===== config.mk =====
export PLATFORM = sky130hd
export DESIGN_NAME = hbus_regslave
export DESIGN_NICKNAME = d
export VERILOG_FILES = /design/src/rtl/hreg_pkg.sv /design/src/rtl/hreg_rst_sync.sv /design/src/rtl/hreg_sync.sv /design/src/rtl/hreg_ctrl.sv /design/src/rtl/hreg_regfile.sv /design/src/rtl/hbus_regslave.sv
export SDC_FILE = /design/constraint.sdc
export NUM_CORES = 1
export LEC_CHECK = 0
export BUFFER_PORTS_ARGS = -buffer_cell sky130_fd_sc_hd__buf_2
export CORE_MARGIN = 2
export CORE_UTILIZATION = 42
export DETAILED_ROUTE_END_ITERATION = 8
export GPL_TIMING_DRIVEN = 0
export HOLD_SLACK_MARGIN = 0.06
export PLACE_DENSITY_LB_ADDON = 0.2
export SLEW_MARGIN = 0
export SYNTH_ARGS = -nofsm -noshare
export SYNTH_HDL_FRONTEND = slang
export SYNTH_SLANG_ARGS = --single-unit

===== constraint.sdc =====
create_clock -name clk -period 18.3 [get_ports clk]
set_input_delay 1.83 -clock clk [delete_from_list [all_inputs] [get_ports clk]]
set_output_delay 1.83 -clock clk [all_outputs]
set_load 0.01 [all_outputs]

===== src/rtl/hreg_pkg.sv =====
package hreg_pkg;

  // Access controller states
  typedef enum logic [1:0] {
    ST_IDLE = 2'd0,   // waiting for chip select and address strobe
    ST_ADDR = 2'd1,   // address captured, waiting for the data phase
    ST_HOLD = 2'd2    // data phase done, waiting for chip select release
  } hreg_state_e;

  // Depth of the strobe synchronizers used in asynchronous mode
  localparam int unsigned SYNC_STAGES = 2;

endpackage


===== src/rtl/hreg_rst_sync.sv =====
// Reset conditioner: asserts asynchronously, releases on a clock edge.
module hreg_rst_sync #(
  parameter int unsigned STAGES = 2
) (
  input  logic clk,
  input  logic rst_n_i,
  output logic rst_n_o
);

  logic [STAGES-1:0] chain_q;

  always_ff @(posedge clk or negedge rst_n_i) begin
    if (!rst_n_i) begin
      chain_q <= '0;
    end else begin
      chain_q <= {chain_q[STAGES-2:0], 1'b1};
    end
  end

  assign rst_n_o = chain_q[STAGES-1];

endmodule


===== src/rtl/hreg_sync.sv =====
// Multi-stage synchronizer for a small bundle of bus strobes.
module hreg_sync #(
  parameter int unsigned      WIDTH   = 3,
  parameter int unsigned      STAGES  = 2,
  parameter logic [WIDTH-1:0] RST_VAL = '1
) (
  input  logic             clk,
  input  logic             rst_n,
  input  logic [WIDTH-1:0] d_i,
  output logic [WIDTH-1:0] q_o
);

  logic [STAGES-1:0][WIDTH-1:0] stage_q;

  always_ff @(posedge clk or negedge rst_n) begin
    if (!rst_n) begin
      stage_q <= {STAGES{RST_VAL}};
    end else begin
      stage_q[0] <= d_i;
      for (int s = 1; s < STAGES; s++) begin
        stage_q[s] <= stage_q[s-1];
      end
    end
  end

  assign q_o = stage_q[STAGES-1];

endmodule


===== src/rtl/hreg_ctrl.sv =====
// Access controller: strobe conditioning per mode, address capture and
// generation of the one-shot write and read-load pulses.
module hreg_ctrl
  import hreg_pkg::*;
#(
  parameter int unsigned ADDR_W = 21
) (
  input  logic              clk,
  input  logic              rst_n,
  input  logic              sync_mode_i,
  input  logic              cs_n_i,
  input  logic              as_n_i,
  input  logic              ds_n_i,
  input  logic              rw_i,
  input  logic [ADDR_W-1:0] addr_i,
  output logic [ADDR_W-1:0] cap_addr_o,
  output logic              cap_rd_o,
  output logic              wr_en_o,
  output logic              rd_ld_o,
  output logic              oe_o
);

  localparam int unsigned NSTRB = 3;

  // Synchronized strobes: {cs, as, ds}
  logic [NSTRB-1:0] strb_s;

  hreg_sync #(
    .WIDTH  (NSTRB),
    .STAGES (SYNC_STAGES),
    .RST_VAL({NSTRB{1'b1}})
  ) u_strb_sync (
    .clk  (clk),
    .rst_n(rst_n),
    .d_i  ({cs_n_i, as_n_i, ds_n_i}),
    .q_o  (strb_s)
  );

  // Effective strobes: raw in synchronous mode, synchronized otherwise
  logic cs_eff;
  logic as_eff;
  logic ds_eff;

  always_comb begin
    if (sync_mode_i) begin
      cs_eff = cs_n_i;
      as_eff = as_n_i;
      ds_eff = 1'b0;      // data strobe not used: data phase is implicit
    end else begin
      cs_eff = strb_s[2];
      as_eff = strb_s[1];
      ds_eff = strb_s[0];
    end
  end

  hreg_state_e       state_q, state_d;
  logic              oe_q, oe_d;
  logic              cap_en;
  logic              wr_en;
  logic              rd_ld;
  logic [ADDR_W-1:0] cap_addr_q;
  logic              cap_rd_q;

  // Next-state logic
  always_comb begin
    state_d = state_q;
    oe_d    = oe_q;
    cap_en  = 1'b0;
    wr_en   = 1'b0;
    rd_ld   = 1'b0;
    unique case (state_q)
      ST_IDLE: begin
        oe_d = 1'b0;
        if (!cs_eff && !as_eff) begin
          cap_en  = 1'b1;
          state_d = ST_ADDR;
        end
      end
      ST_ADDR: begin
        if (cs_eff) begin
          state_d = ST_IDLE;
          oe_d    = 1'b0;
        end else if (!ds_eff) begin
          state_d = ST_HOLD;
          if (cap_rd_q) begin
            rd_ld = 1'b1;
            oe_d  = 1'b1;
          end else begin
            wr_en = 1'b1;
          end
        end
      end
      ST_HOLD: begin
        if (cs_eff) begin
          state_d = ST_IDLE;
          oe_d    = 1'b0;
        end
      end
      default: begin
        state_d = ST_IDLE;
        oe_d    = 1'b0;
      end
    endcase
  end

  // State registers
  always_ff @(posedge clk or negedge rst_n) begin
    if (!rst_n) begin
      state_q <= ST_IDLE;
      oe_q    <= 1'b0;
    end else begin
      state_q <= state_d;
      oe_q    <= oe_d;
    end
  end

  // Captured access attributes, enabled only at access start
  always_ff @(posedge clk or negedge rst_n) begin
    if (!rst_n) begin
      cap_addr_q <= '0;
      cap_rd_q   <= 1'b0;
    end else if (cap_en) begin
      cap_addr_q <= addr_i;
      cap_rd_q   <= rw_i;
    end
  end

  assign cap_addr_o = cap_addr_q;
  assign cap_rd_o   = cap_rd_q;
  assign wr_en_o    = wr_en;
  assign rd_ld_o    = rd_ld;
  assign oe_o       = oe_q;

endmodule


===== src/rtl/hreg_regfile.sv =====
// Register bank with window decode; unmapped reads give zero.
module hreg_regfile #(
  parameter int unsigned ADDR_W    = 21,
  parameter int unsigned DATA_W    = 16,
  parameter int unsigned NREGS     = 32,
  parameter int unsigned BASE_ADDR = 'h100
) (
  input  logic              clk,
  input  logic              rst_n,
  input  logic [ADDR_W-1:0] addr_i,
  input  logic [DATA_W-1:0] wdata_i,
  input  logic              wr_en_i,
  input  logic              rd_ld_i,
  output logic [DATA_W-1:0] rdata_o,
  output logic              hit_o
);

  localparam int unsigned        IDX_W   = (NREGS > 1) ? $clog2(NREGS) : 1;
  localparam int unsigned        XW      = ADDR_W + 1;
  localparam logic [XW-1:0]      BASE_X  = XW'(BASE_ADDR);
  localparam logic [XW-1:0]      LIMIT_X = XW'(BASE_ADDR) + XW'(NREGS);

  logic [XW-1:0]    addr_x;
  logic             hit;
  logic [IDX_W-1:0] idx;

  assign addr_x = {1'b0, addr_i};
  assign hit    = (addr_x >= BASE_X) && (addr_x < LIMIT_X);
  assign idx    = IDX_W'(addr_x - BASE_X);

  logic [NREGS-1:0][DATA_W-1:0] reg_vals;

  for (genvar g = 0; g < NREGS; g++) begin : gen_reg
    logic              sel;
    logic [DATA_W-1:0] val_q;

    assign sel = wr_en_i && hit && (idx == IDX_W'(g));

    always_ff @(posedge clk or negedge rst_n) begin
      if (!rst_n) begin
        val_q <= '0;
      end else if (sel) begin
        val_q <= wdata_i;
      end
    end

    assign reg_vals[g] = val_q;
  end

  logic [DATA_W-1:0] rd_sel;
  logic [DATA_W-1:0] rdata_q;

  always_comb begin
    rd_sel = '0;
    if (hit) begin
      rd_sel = reg_vals[idx];
    end
  end

  always_ff @(posedge clk or negedge rst_n) begin
    if (!rst_n) begin
      rdata_q <= '0;
    end else if (rd_ld_i) begin
      rdata_q <= rd_sel;
    end
  end

  assign rdata_o = rdata_q;
  assign hit_o   = hit;

endmodule


===== src/rtl/hbus_regslave.sv =====
// Dual-mode host register bus slave, top level.
module hbus_regslave #(
  parameter int unsigned ADDR_W    = 21,
  parameter int unsigned DATA_W    = 16,
  parameter int unsigned NREGS     = 32,
  parameter int unsigned BASE_ADDR = 'h100
) (
  input  logic              clk,
  input  logic              rst_n,
  input  logic              sync_mode_i,
  input  logic              cs_n_i,
  input  logic              as_n_i,
  input  logic              ds_n_i,
  input  logic              rw_i,
  input  logic [ADDR_W-1:0] addr_i,
  input  logic [DATA_W-1:0] wdata_i,
  output logic [DATA_W-1:0] rdata_o,
  output logic              rdata_oe_o
);

  logic              rst_n_int;
  logic [ADDR_W-1:0] cap_addr;
  logic              cap_rd;
  logic              wr_en;
  logic              rd_ld;
  logic              hit;

  hreg_rst_sync #(
    .STAGES(2)
  ) u_rst_sync (
    .clk    (clk),
    .rst_n_i(rst_n),
    .rst_n_o(rst_n_int)
  );

  hreg_ctrl #(
    .ADDR_W(ADDR_W)
  ) u_ctrl (
    .clk        (clk),
    .rst_n      (rst_n_int),
    .sync_mode_i(sync_mode_i),
    .cs_n_i     (cs_n_i),
    .as_n_i     (as_n_i),
    .ds_n_i     (ds_n_i),
    .rw_i       (rw_i),
    .addr_i     (addr_i),
    .cap_addr_o (cap_addr),
    .cap_rd_o   (cap_rd),
    .wr_en_o    (wr_en),
    .rd_ld_o    (rd_ld),
    .oe_o       (rdata_oe_o)
  );

  hreg_regfile #(
    .ADDR_W   (ADDR_W),
    .DATA_W   (DATA_W),
    .NREGS    (NREGS),
    .BASE_ADDR(BASE_ADDR)
  ) u_regfile (
    .clk    (clk),
    .rst_n  (rst_n_int),
    .addr_i (cap_addr),
    .wdata_i(wdata_i),
    .wr_en_i(wr_en),
    .rd_ld_i(rd_ld),
    .rdata_o(rdata_o),
    .hit_o  (hit)
  );

endmodule


-- After elaboration in Yosys (flattened, before gate mapping)
Cells that the tools add are included.
W data, S select, Z words.
- register bits: 561
- latch bits: 0
- bits in writable memories: 0
- bits in read-only memories: 0
- output and inout port bits: 17
- memories kept: 0
- add/subtract/negate cells: 1
- multipliers: 0
- divide/modulo/power cells: 0
- order comparisons: 3
- equal/unequal tests: 37
- shift operators: 0
- mux-type cells: 26
- bitwise logic cells: 0
- reductions and logical operators: 41
- operator list (cell ; count):
    $bmux W16 S5 ; 1
    $eq A5 B5 Y1 const B ; 16
    $eq A5 B4 Y1 const B ; 8
    $logic_and A1 B1 Y1 ; 35
    $mux W16 ; 2
    $ge A21 B9 Y1 const B ; 1
    $lt A21 B9 Y1 const B ; 1
    $eq A5 B3 Y1 const B ; 4
    $mux W1 ; 17
    $eq A5 B2 Y1 const B ; 2
    $mux W2 ; 4
    $lt A5 B6 Y1 const B ; 1
    $pmux W2 S3 ; 1
    $reduce_and A3 Y1 ; 2
    $eq A5 B1 Y1 const B ; 1
    $logic_not A5 Y1 ; 1
    $sub A5 B1 Y5 const B ; 1
    $ne A2 B1 Y1 const B ; 2
    $ne A3 B1 Y1 const B ; 1
    $ne A3 B2 Y1 const B ; 1
    $eq A2 B1 Y1 const B ; 1
    $eq A2 B2 Y1 const B ; 1
    $logic_not A1 Y1 ; 2
    $logic_not A2 Y1 ; 1
    $pmux W1 S2 ; 1

-- Longest topological paths before layout
- word-level depth: 6
- gate-level depth with buffers: 8
- depth with buffers taken out: 5

-- Cells and area by module
A second synthesis with hierarchy kept.
- cells, all modules: 1792
- area total of the unflattened synthesis: 25804.7 um2
- by module, submodules not included (module ; instances ; cells an instance ; area an instance (um2) ; seq. area each (um2)):
    hreg_regfile ; 1 ; 1714 ; 24537.3 ; 13212.7
    hreg_ctrl ; 1 ; 66 ; 1033.5 ; 625.6
    hreg_sync ; 1 ; 9 ; 180.2 ; 157.7
    hreg_rst_sync ; 1 ; 3 ; 53.8 ; 50.0

-- Worst setup path after synthesis
No wires, ideal clock.
- path type: input-to-reg
- start point: input sync_mode_i
- end point: register u_regfile.gen_reg[20].val_q[10]
- arrival: 3.565 ns
- path slack: 14.610 ns
- stages: 7
- path buffers: 2
- cells stage by stage: or3_4 > a21oi_2 > nand3_2 > buf_4 > nor2_2 > buf_4 > mux2_2
- longest elaborated chain between the ends: 6
- elaborated cells between the ends (all ways): 7
- classes of those cells: mux: 5; reduce/logical: 2
- RTL lines (what ; line ; text):
    start: declaration ; hbus_regslave.sv:10 ; input logic sync_mode_i,
    $mux W1 ; hreg_ctrl.sv:45 ; if (sync_mode_i) begin
    $mux W1 ; hreg_ctrl.sv:83 ; end else if (!ds_eff) begin
    $mux W1 * ; hreg_ctrl.sv:80 ; if (cs_eff) begin
    $mux W1 * ; hreg_ctrl.sv:71 ; unique case (state_q)
    $logic_and A1 B1 Y1 * (2 in series) ; hreg_regfile.sv:37 ; assign sel = wr_en_i && hit && (idx == IDX_W'(g));
    end signal: assignment ; hreg_regfile.sv:43 ; val_q <= wdata_i;
    end: declaration ; hreg_regfile.sv:35 ; logic [DATA_W-1:0] val_q;
Every way passes the cells marked *; elsewhere a longest branch is shown, timed or not.
A chain may end at the register's enable or synchronous reset.

-- Worst setup path after layout
- start point: input sync_mode_i
- end point: register u_regfile.gen_reg[16].val_q[10]
- longest elaborated chain between the ends: 6
- elaborated cells between the ends (all ways): 7
- classes of those cells: mux: 5; reduce/logical: 2
- RTL lines (what ; line):
    $mux W1 ; hreg_ctrl.sv:45
    $mux W1 ; hreg_ctrl.sv:83
    $mux W1 * ; hreg_ctrl.sv:80
    $mux W1 * ; hreg_ctrl.sv:71
    $logic_and A1 B1 Y1 * (2 in series) ; hreg_regfile.sv:37
    end signal: assignment ; hreg_regfile.sv:43
    end: declaration ; hreg_regfile.sv:35
Marked as above.

==> flow_summary.toml <==
[placement]
gp_congestion = 0.857
dpl.hpwl_mm = 53.8
placed_area_sq_um = 27700
dp_slack_ns = 13.64
portBuffers = 60

[timing]
hold_viol_final = 0
relSlewSlack = 0.0718
fin_worst_skew_ns = 0.00939
worstMarginPinSlew_ns = 1.39
setup_ws_ns = 14.21
max_clock_freq_mhz = 244
setup_viol = 0
slew_viol_final = 0
fin_tns_setup_ns = 0
post-route-min-period_ns = 4.09
fin_hold_ws_ns = 0.322
rsz0062_at_grt = "no"
finalCritPeriodShare = 0.224

[worst_setup_path]
reg2reg_to = "u_regfile.rdata_o[1]"
r2r_slack_ns = 14.62
worstPathArrival_ns = 4.60
cp_max_fo = 10
startpoint = "sync_mode_i"
required_ns = 18.81
critPathLaunchType = "input port"
end_kind = "register"
r2r-start = "u_ctrl.cap_addr_o[3]"
path_class = "input port to register"
r2r_cells = 8

[layout]
fin_util = 0.484
areaGrowthSynthToFinish_pct = 14.2
postLayoutCellArea_sq_um = 29800
drive_gt1_frac = 0.414
nNetsFinal = 1973

[grt]
grt_first_pass_wirelength_mm = 114
antenna_found_initial = 0
grtUsageTotal = 0.241
grt_overflow = 0
grt_max_degree = 74
grt_pass1_vias = 17200

[floorplanning]
io_pins = 61
start_util = 0.424
row_count = 91
die_height_microns = 253
core_area_sq_um = 61600
die_area_sq_um = 64200
fp.dieW_microns = 253

[synthesis]
synthDistinctLibCells = 46
yosys.area_share.simple = 0.0307
syn_area_per_cell_sq_um = 14.5
synth_flop_cell = "dfrtp_1"
synth_seq_cells = 561
synth_compound_area_frac = 0.0555
syn-instance-count = 1799
synth_xor_area_frac = 0
synth_mux_area_frac = 0.344
synth_edf_count = 0
synth_top_family_by_area = "multiplexers"
synth_area_sq_um = 26100
async_flop_share = 1.00
yosys_warnings = 0
synth.net_count = 1843
ys_seq_area_frac = 0.538
synthAdderAreaFrac = 0

[drt]
vias = 16000
drt_pass1_iterations = 7
wl_per_cell_microns = 26.9
wl_mm = 75.7
drtIter0Drc = 1196
ant_nets = 0
drc = 0
via_per_inst = 5.70

[clocking]
cts_buffers = 59
cts_max_path_buffers = 3
hold_buffers = 0
postCtsSetupBuffers = 0
root_buffer = "clkbuf_16"
cts.repair.resized = 0
cts_tree = "done"
clk_pin_slew_worst_paths_ns = 0.06
cts.sinks = 561
cts.htree.levels = 2
insertion_delay_ns = 0.63

[run]
maxCapViolCount = 0

[worst_hold_path]
hp-class = "register to asynchronous set/reset pin"

[power_and_ir_drop]
ir_worst_vdd_mv = 0.0817
powerDensity_nw_per_um2 = 107
power_leakage_uw = 0.0150

[run_status]
outcome = "finished clean"
-- logic make-up after synthesis --
group,count (synthesis)
compound gates,178
mux,786
buf+inv,162
simple gates,111
flops,561
other cells,1
-- layout make-up --
type	instances	area, sq um
diodes	1	2.50
plain buffers	161	813
clock buffers	89	1800
clock inverters	18	299
fillers	5398	31800
inverters	1	3.75
multi-input cells	1076	11200
flip-flops and latches	561	14000
well taps	837	1050
repair buffers	69	541
-- critical path: stages --
cell and delay (ns):
buf_2 0.13, or3_4 0.37, a21oi_2 0.31, nand3_2 0.29, nor2_1 0.77, buf_2 0.50, mux2_2 0.38
-- layer usage --
layer,vias up,routed length (microns),part of all wire,GRT usage
met5,-,0,0,0
met4,0,1850,0.024,0.0663
met3,109,3150,0.042,0.0282
met2,397,36400,0.48,0.402
met1,8599,34300,0.45,0.332
li1,6943,-,-,-
-- flip-flops by register name, indices dropped and copies added (netlist names) --
register,cells
u_rst_sync.chain_q,2
u_ctrl.oe_o,1
u_ctrl.state_q,2
u_ctrl.u_strb_sync.q_o,3
u_ctrl.cap_rd_o,1
u_ctrl.u_strb_sync.stage_q,3
u_regfile.gen.val_q,512
u_regfile.rdata_o,16
u_ctrl.cap_addr_o,21
-- cells in the final DEF (no fill, tap or decap), drive strengths merged, types with 3 or more instances in the layout --
master  count
dfrtp     555
bufinv      8
nor2       21
a221oi     60
nor2b       3
mux4        6
and3        4
nand4      16
a22o       61
nand3       4
dfstp       6
mux2i     243
buf       145
a21oi       3
nor3b       4
o31ai      17
nand2b      7
nor4        6
clkbuf    174
o22ai      30
mux2      537
clkinv      7
nand2      35
-- Yosys cell counts, drive strengths merged (2+ instances only) --
cell	number	area, sq um
and3	4	25.0
mux2i	243	2430
buf	76	494
nor3b	4	35.0
nand2b	7	43.8
nor4	6	37.5
and2	2	12.5
o31ai	17	128
o22ai	30	188
nor2b	3	18.8
a22o	61	534
clkbuf	85	319
or2	2	12.5
dfstp	6	158
a211oi	2	15.0
and3b	2	17.5
nand2	35	131
nand4	16	288
nor4b	2	17.5
nor3	2	10.0
nor2	21	116
nand3	4	25.0
dfrtp	555	13900
mux2	537	6420
mux4	6	135
a221oi	60	526
a21oi	3	18.8
-- per-stage QoR --
step	total power (uW)	cells
4_1_cts	3220	2812
3_3_place_gp	1910	2696
6_report	3200	2813
2_1_floorplan	1670	1799
3_5_place_dp	1920	2705
5_1_grt	3300	2812
-- report_power, final --
group	total, uW	switching [uW]	internal [uW]
registers	1270	13.2	1260
clock network	1300	511	787
logic	635	428	207
total	3200	952	2250
-- worst max path at each step --
stage                                      endpoint  cells after the start
detailed placement   u_regfile.gen_reg[0].val_q[12]                      7
finish              u_regfile.gen_reg[16].val_q[10]                      7
global placement      u_regfile.gen_reg[1].val_q[9]                      0
CTS                  u_regfile.gen_reg[0].val_q[12]                      7
floorplan                      u_ctrl.cap_addr_o[0]                      0
global route         u_regfile.gen_reg[16].val_q[9]                      7
No activity file was read; power rests on OpenSTA's default activity.
